<file path="config.mk">
export PLATFORM = sky130hd
export DESIGN_NAME = pair_xfer_unit
export DESIGN_NICKNAME = d
export VERILOG_FILES = /design/src/rtl/pxu_pkg.sv /design/src/rtl/pxu_access.sv /design/src/rtl/pxu_regs.sv /design/src/rtl/pair_xfer_unit.sv
export SDC_FILE = /design/constraint.sdc
export NUM_CORES = 1
export LEC_CHECK = 0
export ABC_AREA = 1
export BUFFER_PORTS_ARGS = -buffer_cell sky130_fd_sc_hd__buf_2
export CELL_PAD_IN_SITES_DETAIL_PLACEMENT = 2
export CELL_PAD_IN_SITES_GLOBAL_PLACEMENT = 2
export CORE_MARGIN = 2
export CORE_UTILIZATION = 31
export DETAILED_ROUTE_END_ITERATION = 16
export GPL_TIMING_DRIVEN = 0
export PLACE_DENSITY = 0.86
export SYNTH_ARGS = -nofsm -noshare
export SYNTH_HDL_FRONTEND = slang
export SYNTH_HIERARCHICAL = 1
export SYNTH_SLANG_ARGS = --single-unit
</file>
<file path="constraint.sdc">
create_clock -name clk -period 2.9 [get_ports clk]
set_input_delay 0.145 -clock clk [delete_from_list [all_inputs] [get_ports clk]]
set_output_delay 0.145 -clock clk [all_outputs]
set_load 0.05 [all_outputs]
</file>
<file path="src/rtl/pxu_pkg.sv">
package pxu_pkg;

    localparam int STEP_W = 2;

    typedef enum logic [3:0] {
        OP_LDPI = 4'd0,   // pair <- operand
        OP_LDHD = 4'd1,   // HL <- mem[operand]
        OP_STHD = 4'd2,   // mem[operand] <- HL
        OP_XDH  = 4'd3,   // HL <-> DE
        OP_HSP  = 4'd4,   // SP <- HL
        OP_HPC  = 4'd5,   // PC <- HL
        OP_XTS  = 4'd6,   // HL <-> top of stack
        OP_PSH  = 4'd7,   // push pair
        OP_POP  = 4'd8,   // pop pair
        OP_RTN  = 4'd9,   // pop into PC
        OP_LDAI = 4'd10,  // A <- mem[BC/DE]
        OP_STAI = 4'd11   // mem[BC/DE] <- A
    } op_e;

    function automatic logic is_mem_op(input op_e op);
        return op inside {OP_LDHD, OP_STHD, OP_XTS, OP_PSH,
                          OP_POP, OP_RTN, OP_LDAI, OP_STAI};
    endfunction

    function automatic logic is_reg_op(input op_e op);
        return op inside {OP_LDPI, OP_XDH, OP_HSP, OP_HPC};
    endfunction

endpackage

</file>
<file path="src/rtl/pxu_access.sv">
// Maps the current command step to one byte access on the memory port.
module pxu_access
    import pxu_pkg::*;
#(
    parameter int DATA_W = 8,
    localparam int ADDR_W = 2 * DATA_W
) (
    input  op_e               op,
    input  logic [STEP_W-1:0] step,
    input  logic [1:0]        pair,
    input  logic [ADDR_W-1:0] imm,
    input  logic [ADDR_W-1:0] sp,
    input  logic [ADDR_W-1:0] bc,
    input  logic [ADDR_W-1:0] de,
    input  logic [ADDR_W-1:0] hl,
    input  logic [DATA_W-1:0] acc,
    output logic [ADDR_W-1:0] addr,
    output logic              we,
    output logic [DATA_W-1:0] wdata,
    output logic              last
);
    logic [ADDR_W-1:0] push_word;

    always_comb begin
        case (pair)
            2'd0:    push_word = bc;
            2'd1:    push_word = de;
            2'd2:    push_word = hl;
            default: push_word = {acc, DATA_W'(0)};
        endcase
    end

    always_comb begin
        addr  = sp;
        we    = 1'b0;
        wdata = '0;
        last  = 1'b1;
        case (op)
            OP_LDHD: begin
                addr = imm + ADDR_W'(step[0]);
                last = step[0];
            end
            OP_STHD: begin
                addr  = imm + ADDR_W'(step[0]);
                we    = 1'b1;
                wdata = step[0] ? hl[ADDR_W-1:DATA_W] : hl[DATA_W-1:0];
                last  = step[0];
            end
            OP_XTS: begin
                addr  = sp + ADDR_W'(step[1]);
                we    = step[0];
                wdata = step[1] ? hl[ADDR_W-1:DATA_W] : hl[DATA_W-1:0];
                last  = (step == STEP_W'(3));
            end
            OP_PSH: begin
                addr  = sp - ADDR_W'(1);
                we    = 1'b1;
                wdata = step[0] ? push_word[DATA_W-1:0] : push_word[ADDR_W-1:DATA_W];
                last  = step[0];
            end
            OP_POP, OP_RTN: begin
                addr = sp;
                last = step[0];
            end
            OP_LDAI: begin
                addr = pair[0] ? de : bc;
            end
            OP_STAI: begin
                addr  = pair[0] ? de : bc;
                we    = 1'b1;
                wdata = acc;
            end
            default: ;
        endcase
    end
endmodule

</file>
<file path="src/rtl/pxu_regs.sv">
// Architectural registers: accumulator, BC, DE, HL, SP, PC.
module pxu_regs
    import pxu_pkg::*;
#(
    parameter int DATA_W = 8,
    localparam int ADDR_W = 2 * DATA_W
) (
    input  logic              clk,
    input  logic              rst,
    input  logic              start,
    input  op_e               cmd_op,
    input  logic [1:0]        cmd_pair,
    input  logic [ADDR_W-1:0] cmd_imm,
    input  logic              done,
    input  op_e               op_q,
    input  logic [1:0]        pair_q,
    input  logic [STEP_W-1:0] step_q,
    input  logic [DATA_W-1:0] rdata,
    input  logic [DATA_W-1:0] tmp,
    output logic [DATA_W-1:0] acc_o,
    output logic [ADDR_W-1:0] bc_o,
    output logic [ADDR_W-1:0] de_o,
    output logic [ADDR_W-1:0] hl_o,
    output logic [ADDR_W-1:0] sp_o,
    output logic [ADDR_W-1:0] pc_o
);
    typedef struct packed {
        logic [DATA_W-1:0] a, b, c, d, e, h, l;
        logic [ADDR_W-1:0] sp, pc;
    } regs_t;

    regs_t r_d, r_q;

    always_comb begin
        r_d = r_q;
        if (start) begin
            case (cmd_op)
                OP_LDPI: case (cmd_pair)
                    2'd0:    {r_d.b, r_d.c} = cmd_imm;
                    2'd1:    {r_d.d, r_d.e} = cmd_imm;
                    2'd2:    {r_d.h, r_d.l} = cmd_imm;
                    default: r_d.sp = cmd_imm;
                endcase
                OP_XDH: begin
                    {r_d.h, r_d.l} = {r_q.d, r_q.e};
                    {r_d.d, r_d.e} = {r_q.h, r_q.l};
                end
                OP_HSP:  r_d.sp = {r_q.h, r_q.l};
                OP_HPC:  r_d.pc = {r_q.h, r_q.l};
                default: ;
            endcase
        end
        if (done) begin
            case (op_q)
                OP_LDHD: begin
                    if (step_q[0]) r_d.h = rdata;
                    else           r_d.l = rdata;
                end
                OP_XTS: begin
                    if (step_q == STEP_W'(1)) r_d.l = tmp;
                    if (step_q == STEP_W'(3)) r_d.h = tmp;
                end
                OP_PSH: r_d.sp = r_q.sp - ADDR_W'(1);
                OP_POP: begin
                    r_d.sp = r_q.sp + ADDR_W'(1);
                    if (!step_q[0]) begin
                        case (pair_q)
                            2'd0:    r_d.c = rdata;
                            2'd1:    r_d.e = rdata;
                            2'd2:    r_d.l = rdata;
                            default: ;
                        endcase
                    end else begin
                        case (pair_q)
                            2'd0:    r_d.b = rdata;
                            2'd1:    r_d.d = rdata;
                            2'd2:    r_d.h = rdata;
                            default: r_d.a = rdata;
                        endcase
                    end
                end
                OP_RTN: begin
                    r_d.sp = r_q.sp + ADDR_W'(1);
                    if (step_q[0]) r_d.pc[ADDR_W-1:DATA_W] = rdata;
                    else           r_d.pc[DATA_W-1:0]      = rdata;
                end
                OP_LDAI: r_d.a = rdata;
                default: ;
            endcase
        end
    end

    always_ff @(posedge clk) begin
        if (rst) r_q <= '0;
        else     r_q <= r_d;
    end

    assign acc_o = r_q.a;
    assign bc_o  = {r_q.b, r_q.c};
    assign de_o  = {r_q.d, r_q.e};
    assign hl_o  = {r_q.h, r_q.l};
    assign sp_o  = r_q.sp;
    assign pc_o  = r_q.pc;

    assert_reset_clear_R13: assert property (@(posedge clk)
        rst |=> (acc_o == '0 && bc_o == '0 && de_o == '0 && hl_o == '0 &&
                 sp_o == '0 && pc_o == '0));

    assert_swap_de_hl_R4: assert property (@(posedge clk) disable iff (rst)
        (start && cmd_op == OP_XDH) |=> (hl_o == $past(de_o) && de_o == $past(hl_o)));

    assert_xts_keeps_sp_R6: assert property (@(posedge clk) disable iff (rst)
        (done && op_q == OP_XTS) |=> $stable(sp_o));

    assert_push_dec_sp_R7: assert property (@(posedge clk) disable iff (rst)
        (done && op_q == OP_PSH) |=> (sp_o == $past(sp_o) - ADDR_W'(1)));

    assert_pop_inc_sp_R8: assert property (@(posedge clk) disable iff (rst)
        (done && (op_q == OP_POP || op_q == OP_RTN)) |=> (sp_o == $past(sp_o) + ADDR_W'(1)));
endmodule

</file>
<file path="src/rtl/pair_xfer_unit.sv">
module pair_xfer_unit
    import pxu_pkg::*;
#(
    parameter int DATA_W = 8,
    localparam int ADDR_W = 2 * DATA_W
) (
    input  logic              clk,
    input  logic              rst,
    input  logic              cmd_valid,
    input  logic [3:0]        cmd_op,
    input  logic [1:0]        cmd_pair,
    input  logic [ADDR_W-1:0] cmd_imm,
    output logic              busy,
    output logic              mem_req,
    output logic              mem_we,
    output logic [ADDR_W-1:0] mem_addr,
    output logic [DATA_W-1:0] mem_wdata,
    input  logic [DATA_W-1:0] mem_rdata,
    input  logic              mem_ready,
    output logic [DATA_W-1:0] acc_o,
    output logic [ADDR_W-1:0] bc_o,
    output logic [ADDR_W-1:0] de_o,
    output logic [ADDR_W-1:0] hl_o,
    output logic [ADDR_W-1:0] sp_o,
    output logic [ADDR_W-1:0] pc_o
);
    typedef struct packed {
        logic              active;
        op_e               op;
        logic [1:0]        pair;
        logic [ADDR_W-1:0] imm;
        logic [STEP_W-1:0] step;
        logic [DATA_W-1:0] tmp;
    } ctl_t;

    ctl_t ctl_d, ctl_q;
    op_e  cmd_e;
    logic accept, done, start, acc_last;

    assign cmd_e  = op_e'(cmd_op);
    assign accept = cmd_valid && !ctl_q.active;
    assign done   = ctl_q.active && mem_ready;
    assign start  = accept && is_reg_op(cmd_e);

    pxu_access #(.DATA_W(DATA_W)) u_access (
        .op    (ctl_q.op),
        .step  (ctl_q.step),
        .pair  (ctl_q.pair),
        .imm   (ctl_q.imm),
        .sp    (sp_o),
        .bc    (bc_o),
        .de    (de_o),
        .hl    (hl_o),
        .acc   (acc_o),
        .addr  (mem_addr),
        .we    (mem_we),
        .wdata (mem_wdata),
        .last  (acc_last)
    );

    pxu_regs #(.DATA_W(DATA_W)) u_regs (
        .clk      (clk),
        .rst      (rst),
        .start    (start),
        .cmd_op   (cmd_e),
        .cmd_pair (cmd_pair),
        .cmd_imm  (cmd_imm),
        .done     (done),
        .op_q     (ctl_q.op),
        .pair_q   (ctl_q.pair),
        .step_q   (ctl_q.step),
        .rdata    (mem_rdata),
        .tmp      (ctl_q.tmp),
        .acc_o    (acc_o),
        .bc_o     (bc_o),
        .de_o     (de_o),
        .hl_o     (hl_o),
        .sp_o     (sp_o),
        .pc_o     (pc_o)
    );

    always_comb begin
        ctl_d = ctl_q;
        if (accept && is_mem_op(cmd_e)) begin
            ctl_d.active = 1'b1;
            ctl_d.op     = cmd_e;
            ctl_d.pair   = cmd_pair;
            ctl_d.imm    = cmd_imm;
            ctl_d.step   = '0;
        end
        if (done) begin
            if (ctl_q.op == OP_XTS && !ctl_q.step[0]) ctl_d.tmp = mem_rdata;
            if (acc_last) ctl_d.active = 1'b0;
            else          ctl_d.step   = ctl_q.step + STEP_W'(1);
        end
    end

    always_ff @(posedge clk) begin
        if (rst) ctl_q <= '0;
        else     ctl_q <= ctl_d;
    end

    assign busy    = ctl_q.active;
    assign mem_req = ctl_q.active;

    assert_req_held_R11: assert property (@(posedge clk) disable iff (rst)
        (mem_req && !mem_ready) |=> (mem_req && $stable(mem_addr) &&
                                     $stable(mem_we) && $stable(mem_wdata)));

    assert_busy_until_done_R10: assert property (@(posedge clk) disable iff (rst)
        (busy && !mem_ready) |=> busy);

    assert_reg_op_no_busy_R4: assert property (@(posedge clk) disable iff (rst)
        (cmd_valid && !busy && is_reg_op(op_e'(cmd_op))) |=> !busy);

    assert_unknown_op_idle_R12: assert property (@(posedge clk) disable iff (rst)
        (cmd_valid && !busy && cmd_op >= 4'd12) |=> !mem_req);
endmodule

</file>
# ---- Word-level counts from Yosys, hierarchy flattened
# Index checks and enable logic that the tools add are counted.
dict set report op_classes {
  eq_ne 27
  muxes 49
  add_sub_neg 5
  n_reduce_logical 22
}
# cell count
set ops {}
lappend ops {{$mux 8} 22}
lappend ops {{$mux 80} 2}
lappend ops {{$mux 16} 9}
lappend ops {{$pmux 16 s3} 2}
lappend ops {{$pmux 16 s2} 2}
lappend ops {{$pmux 16 s4} 1}
lappend ops {{$pmux 32 s2} 1}
lappend ops {{$add 16x1->16} 2}
lappend ops {{$eq 4x4->1 const B} 8}
lappend ops {{$mux 32} 1}
lappend ops {{$pmux 8 s4} 1}
lappend ops {{$mux 25} 1}
lappend ops {{$eq 4x3->1 const B} 6}
lappend ops {{$add 16x1->16 const B} 1}
lappend ops {{$pmux 8 s2} 1}
lappend ops {{$sub 16x1->16 const B} 1}
lappend ops {{$eq 4x2->1 const B} 3}
lappend ops {{$mux 10} 1}
lappend ops {{$reduce_or 3->1} 3}
lappend ops {{$eq 4x1->1 const B} 2}
lappend ops {{$reduce_bool 8->1} 1}
lappend ops {{$eq 2x1->1 const B} 3}
lappend ops {{$eq 2x2->1 const B} 3}
lappend ops {{$reduce_or 2->1} 3}
lappend ops {{other kinds (14)} 23}
dict set report totals {
  output_inout_bits 115
  reg_bits 121
  elab_cells 118
}

# ---- Logic depth before layout (Yosys ltp)
# Gate-level depths: netlist of the first run.
dict set report logic_depth {
  depth_word 9
  ltp_mapped 19
  depth_no_buf 17
}

# ---- Modules after synthesis
# Netlist of the first run, hierarchy kept.
# mod cells_each instances seq_area_each_um2 area_each_um2
set modules_own_cells {}
lappend modules_own_cells {pxu_regs 998 1 1761.7 6153.4}
lappend modules_own_cells {pxu_access 557 1 0.0 2705.1}
lappend modules_own_cells {pair_xfer_unit 191 1 660.6 1417.6}

# ---- Least setup slack after synthesis of the first run
# No wires, ideal clock.
dict set report synth_path {
  path_kind {register to output}
  start {register ctl_q[30] (netlist bit)}
  end {output port mem_addr[11]}
  path_buffers 0
  slack_ps -110
  required_time_ps 2755
  stages_incl_launch_ff 15
  t_arrival_ps 2865
  cell_sequence {dfxtp_1 inv_1 nor2_2 nand3_2 nand2_1 ha_1 nand2_1 nand2_1 inv_1 nand2_1 nand3_1 nand3_1 nand2_1 nand3_1 a21oi_1}
}
dict set report synth_between {
  elab_chain_cells 3
}
# element line
set synth_lines {}
lappend synth_lines {{from (decl)} pair_xfer_unit.sv:36} ;# ctl_t ctl_d, ctl_q;
lappend synth_lines {{from (signal assigned)} pair_xfer_unit.sv:100} ;# else ctl_q <= ctl_d;
lappend synth_lines {{$eq 4x4->1, or another cell as far along} pxu_access.sv:38} ;# case (op)
lappend synth_lines {{$reduce_or 2->1 (no source line)} --}
lappend synth_lines {{$pmux 16 s4 *} pxu_access.sv:38}
lappend synth_lines {{to (decl)} pair_xfer_unit.sv:16} ;# output logic [ADDR_W-1:0] mem_addr,
# Mark *: on every way between the ends. The rest lies on a longest branch, timed or not.

# ---- Final worst setup path of the first run
dict set report layout_path {
  start {register ctl_q[30] (netlist bit)}
  end {output port mem_addr[7]}
}
# Same word-level chain as after synthesis.

==> results.yml, run 1 <==
layout:
  regArea_um2: 2450
  finish.instance_area_um2: 12900
  drive_gt1_frac: 0.216
  final-instance-count-excl-fill: 2403
  nFillCells: 4044
  syn_to_final_growth_pct: 26.0
  multi_input_area_um2: 7070
  num-nets-final: 1999
  fin_util: 0.397
yosys:
  synth_flop_cell: "dfxtp_1"
  async_flop_share: 0
  yosys.area.top_type: "dfxtp_1"
  avgSynthCellArea_um2: 5.89
  synth_commonest_cells: "nand2_1, inv_1, a21oi_1"
  synthTopCellsByArea: "dfxtp_1, nand2_1, a21oi_1, o21ai_0, inv_1"
  ys_ff_latch: 121
  yosysMostFrequentCell: "nand2_1"
  yosysWarnings: 6
  synth_top_area_share: 0.236
  syn-cell-area_um2: 10300
  syn_nets: 1803
  synth_edf_count: 0
  synthCells: 1746
  synth.lib_cells_used.distinct: 51
  yosysSeqAreaShare: 0.236
grt:
  grt_pass1_vias: 14800
  grt_max_degree: 17
  grt.overflow.total: 0
  antenna_found_initial: 5
  grt_util_all_layers: 0.353
  grt_pass1_wl_um: 90100
drt:
  wirelength_um: 65600
  wl_met2_um: 31900
  routedWlPerCell_um: 27.3
  wl_met3_um: 4240
  avgViaCountPerCell: 5.89
  drc: 0
  ant_nets: 0
  drtPass1Iterations: 5
  top_layer: "met5"
  drt_iter0_drc: 1106
  vias: 14200
  wl_met1_um: 25200
power_and_ir_drop:
  leakagePower_nw: 5.72
  ir_drop_uv: 279
  cellPowerDensity_nw_per_um2: 394
sta:
  finalSetupViolCount: 13
  finalWorstSetupSlack_ns: -0.343
  skew_ns: 0.0109
  post-route-period-util: 1.12
  rsz0062_at_grt: "true"
  hold_slack_ns: 0.0178
  max_freq_ghz: 0.308
  drv_slew: 0
  tightest_slew_ns: 0.919
  period_needed_ns: 3.24
  slew_headroom: 0.387
  hold_viol: 0
die:
  initial_core_util: 0.315
  die_width_um: 186
  core_area_um2: 32600
  die_area_um2: 34600
  die_h_um: 186
  boundaryPins: 149
  num_rows: 66
run_status:
  violations: "negative setup slack"
  status: "complete, but fails checks"
worst_setup_path:
  worst-endpoint-arrival_ns: 3.10
  regToRegEndpoint: "u_regs/sp_o[8]"
  cp.required_ns: 2.76
  end_kind: "output port"
  critPathLaunch: "ctl_q[30]"
  crit_type: "register to output port"
  start_kind: "register"
  r2r_start: "ctl_q[30]"
  critPathMaxFanout: 6
  r2r_cells: 19
  r2r_slack_ns: 0.19
clock_tree:
  worstSkewPairLatency_ns: 0.45
  cts_max_path_buffers: 2
  cts.sinks: 121
  cts.htree.levels: 4
  clk_pin_slew_worst_paths_ns: 0.06
  cts_root_buffer: "clkbuf_16"
  cts_tree: "yes"
  cts_made_buffers: 17
place:
  place_hpwl_um: 46700
  gp_routability_congestion: 1.01
  place_area_um2: 11600
  port-buffer-count: 148
  dp.cells: 2336
hold_path:
  hold_end: "u_regs/bc_o[12]"
  min-delay-start: "mem_rdata[4]"
  worstHoldPathType: "input pin to register"
  holdPathStages: 3
flow_run:
  drv_cap: 0
[stage by stage]
| stage | TNS [ns] | worst slack, ns | total power, mW |
|---|---|---|---|
| floorplan | 0 | 0.120 | 2.42 |
| global placement | -4.61 | -0.509 | 2.74 |
| detailed placement | -9.07 | -0.634 | 2.78 |
| CTS | -0.0542 | -0.0474 | 5.04 |
| global route | -3.27 | -0.432 | 5.28 |
| finish | -2.44 | -0.343 | 5.11 |
[critical path: stages, from the launching register on]
cell	delay, ns
dfxtp_4	0.36
inv_2	0.05
nor2_4	0.12
nand3_4	0.19
buf_6	0.20
nand2_8	0.11
buf_12	0.16
ha_4	0.23
nand2_4	0.08
nand2_4	0.07
nand2_2	0.08
nand2_2	0.08
inv_2	0.07
nand2_4	0.06
nor2_2	0.15
nand3b_1	0.28
nand4_1	0.16
buf_6	0.19
[final cells by class]
cell class | instances | area share
multi-input cells | 1339 | 0.546
clock inverters | 12 | 0.0109
clock buffers | 20 | 0.0353
plain buffers | 76 | 0.0320
diodes | 6 | 0.00116
flip-flops and latches | 121 | 0.189
well taps | 442 | 0.0427
inverters | 212 | 0.0616
repair buffers | 175 | 0.0817
[report_power, final]
group / switching, mW / total (mW) / internal [mW] / leakage, nW
logic: 0.803 / 1.11 / 0.308 / 4.46
clock network: 0.907 / 2.22 / 1.32 / 0.276
registers: 0.0761 / 1.77 / 1.70 / 0.984
total: 1.79 / 5.11 / 3.32 / 5.72
[worst max-delay path by stage]
stage / slack (ns) / depth (start not counted) / end
floorplan: 0.12 / 13 / mem_addr[8]
global placement: -0.51 / 12 / mem_addr[8]
detailed placement: -0.63 / 12 / mem_addr[8]
CTS: -0.05 / 14 / mem_addr[8]
global route: -0.43 / 17 / mem_addr[7]
finish: -0.34 / 17 / mem_addr[7]
[layout by cell type, fill, tap and decap left out, drive strengths merged]
cell | netlist | routed
dlygate4sd3 | 0 | 4
o21bai | 3 | 3
a31oi | 9 | 9
o221ai | 4 | 4
ha | 22 | 22
xnor2 | 1 | 1
a221oi | 2 | 2
bufinv | 0 | 2
clkinvlp | 0 | 5
nand3b | 24 | 24
nand2 | 490 | 492
buf | 42 | 213
o21ai | 183 | 183
clkbuf | 34 | 54
dfxtp | 121 | 121
a22oi | 19 | 19
xor2 | 3 | 3
fa | 1 | 1
o31ai | 2 | 2
and2 | 3 | 3
nand4 | 17 | 17
o2111ai | 4 | 4
a41oi | 10 | 10
inv | 211 | 213
o211ai | 4 | 4
nor2 | 178 | 178
clkinv | 1 | 4
o22ai | 27 | 27
nor3 | 28 | 28
nor4 | 2 | 2
a21oi | 182 | 182
nand3 | 112 | 112
mux2i | 2 | 2
diode | 0 | 6
or2 | 5 | 5
[flip-flops by register name, indices dropped and copies added (netlist names)]
register / count
u_regs/pc_o: 16
u_regs/de_o: 16
u_regs/bc_o: 16
ctl_q: 32
u_regs/hl_o: 16
u_regs/acc_o: 8
u_regs/sp_o: 16
busy: 1
[routing by layer]
layer  vias up  global-route usage
met2       672               0.607
met1      7052               0.404
met3       263              0.0591
li1       6174                   -
met4         4               0.225
met5         -                   0
[logic make-up after synthesis]
group / synth area share
buffers and inverters: 0.118
flip-flops: 0.236
AND/OR/NAND/NOR: 0.368
AO/OA/AOI/OAI: 0.244
multiplexers: 0.00195
adder cells (fa/ha/maj): 0.0287
XOR/XNOR: 0.00341
[repair_timing]
item	4_1_cts	5_1_grt
setup buffers	3	20
pin swaps	2	24
setup endpoints to repair	23	32
hold buffers	4	0
resized for setup	49	99
endpoints found under the hold margin	5	0
cloned	1	1
Note: power is estimated with default switching activity, not from simulation.
==> inputs of run 2 (changes only) <==
CORE_MARGIN = 4   (was 2)
CORE_UTILIZATION = 25   (was 31)
PLACE_DENSITY = 0.72   (was 0.86)
==> run 2 against run 1 <==
- global-route usage fell by 8.4 points
- clock skew rose by 0.0034 ns
- power rose by 0.29%
- clock power rose by 3%
- register-to-register slack got worse by 0.03 ns
- critical endpoint is now mem_addr[8]
- first-iteration DRC count fell by 18%
- sequential power barely moved
- routed wire length fell by 5.3%
- highest routed layer is now met4
- final cell count rose by 3.1%
- critical path type unchanged
- die area rose by 28%
- the run still ends with negative setup slack left
- sequential cell count did not move
- setup slack improved by 0.34 ns
==> results.yml, run 2 (synthesized netlist as in run 1, its figures left out) <==
power_and_ir_drop:
  leakagePower_nw: 5.69
  design_power_total_mw: 5.12
  cellPowerDensity_nw_per_um2: 394
  ir_drop_uv: 408
layout:
  drive_gt1_frac: 0.203
  regArea_um2: 2440
  antennaDiodeCount: 0
  top_register: "ctl_q"
  multi_input_area_um2: 7080
  final-instance-count-excl-fill: 2477
  final_cell_mix: "nand2_1, inv_1, a21oi_1"
  nFillCells: 5097
  largest_reg_flops: 32
  fin_util: 0.319
  syn_to_final_growth_pct: 26.5
  finish.instance_area_um2: 13000
  final_common_cell: "nand2_1"
  num-nets-final: 1989
die:
  initial_core_util: 0.252
  num_rows: 74
  core_area_um2: 40700
  die_area_um2: 44400
  die_width_um: 211
  die_h_um: 211
  boundaryPins: 149
clock_tree:
  worstSkewPairLatency_ns: 0.45
  clk_pin_slew_worst_paths_ns: 0.06
  cts.htree.levels: 4
  cts_max_path_buffers: 2
  cts_root_buffer: "clkbuf_16"
  cts_tree: "yes"
  cts_made_buffers: 17
  cts.sinks: 121
worst_setup_path:
  end_kind: "output port"
  critPathMaxFanout: 4
  start_kind: "register"
  worst-endpoint-arrival_ns: 2.76
  cp.required_ns: 2.76
  crit_type: "register to output port"
grt:
  grt_util_all_layers: 0.269
  grt_max_degree: 17
  grt.overflow.total: 0
  antenna_found_initial: 1
  grt_pass1_vias: 14200
  grt_pass1_wl_um: 90600
sta:
  post-route-period-util: 1.00
  rsz0062_at_grt: "true"
  tns_ns: -0.00117
  hold_viol: 0
  max_freq_ghz: 0.345
  skew_ns: 0.0143
  finalWorstSetupSlack_ns: -0.00117
  hold_slack_ns: 0.0341
  tightest_slew_ns: 0.903
  drv_slew: 0
  slew_headroom: 0.398
  finalSetupViolCount: 1
  period_needed_ns: 2.90
drt:
  wl_met2_um: 30400
  drtPass1Iterations: 5
  wl_met1_um: 26200
  avgViaCountPerCell: 5.42
  routedWlPerCell_um: 25.1
  drc: 0
  vias: 13400
  drt_iter0_drc: 906
  top_layer: "met4"
  wirelength_um: 62100
  ant_nets: 0
  wl_met3_um: 2940
place:
  place_area_um2: 11700
  gp_routability_congestion: 0.969
  port-buffer-count: 148
  place_ws_ns: -0.643
  place_hpwl_um: 48200
  dp.cells: 2426
run_status:
  status: "complete, but fails checks"
  violations: "negative setup slack"
hold_path:
  worstHoldPathType: "input pin to register"
flow_run:
  drv_cap: 0
## run 2: changes by cell type in the layout (fill, tap and decap cells not counted), moves of 5 or more
cell,change
buf_4,-7
diode_2,-6
ha_1,-5
ha_4,+6
inv_1,+7
inv_2,-6
inv_6,+7
nand2_1,+14
nand2_2,-9
nand2_4,-7
## run 2: path summary, 6_finish.rpt
path         cells after the start  slack (ns)             end       from
max                             15      -0.001     mem_addr[8]  ctl_q[30]
min                              3        0.03       ctl_q[31]  cmd_op[3]
max reg2reg                      9        0.16  u_regs/bc_o[8]       busy
min reg2reg                      2        0.50        ctl_q[4]   ctl_q[4]
## run 2: final cells by class
| cell class | instances | share of cell area |
|---|---|---|
| Multi-Input combinational cell | 1339 | 0.544 |
| Sequential cell | 121 | 0.188 |
| Timing Repair Buffer | 165 | 0.0769 |
| Inverter | 212 | 0.0612 |
| Tap cell | 532 | 0.0512 |
| Clock buffer | 17 | 0.0327 |
| Buffer | 76 | 0.0319 |
| Clock inverter | 15 | 0.0137 |
## run 2: power breakdown
| group | switching, mW | total [mW] | internal [mW] |
|---|---|---|---|
| Clock | 0.992 | 2.29 | 1.30 |
| Combinational | 0.762 | 1.06 | 0.298 |
| Sequential | 0.0734 | 1.77 | 1.69 |
| Total | 1.83 | 5.12 | 3.29 |
## run 2: layer usage
metal  up-vias  global-route usage
met2       406               0.471
met5         -                   0
met1      6747               0.336
met3       117              0.0337
li1       6164                   -
met4         0               0.107
## run 2: worst max-delay path: stages, from the launching register on
cell and delay [ns]:
dfxtp_4 0.35, inv_2 0.06, nor2_4 0.05, nand3_4 0.14
buf_12 0.14, nand2_8 0.06, ha_4 0.17, fa_2 0.37
inv_2 0.11, nand3_2 0.09, nand3_4 0.13, a21oi_2 0.08
or2_4 0.24, nand3_1 0.07, nand3b_1 0.09, buf_6 0.16
## run 2: timing repair
item	in CTS	in global routing
hold endpoints to repair	2	0
setup buffers	8	8
endpoints found under the setup margin	49	17
cloned	1	1
pin swaps	5	11
hold buffers	1	0
resized for setup	81	48
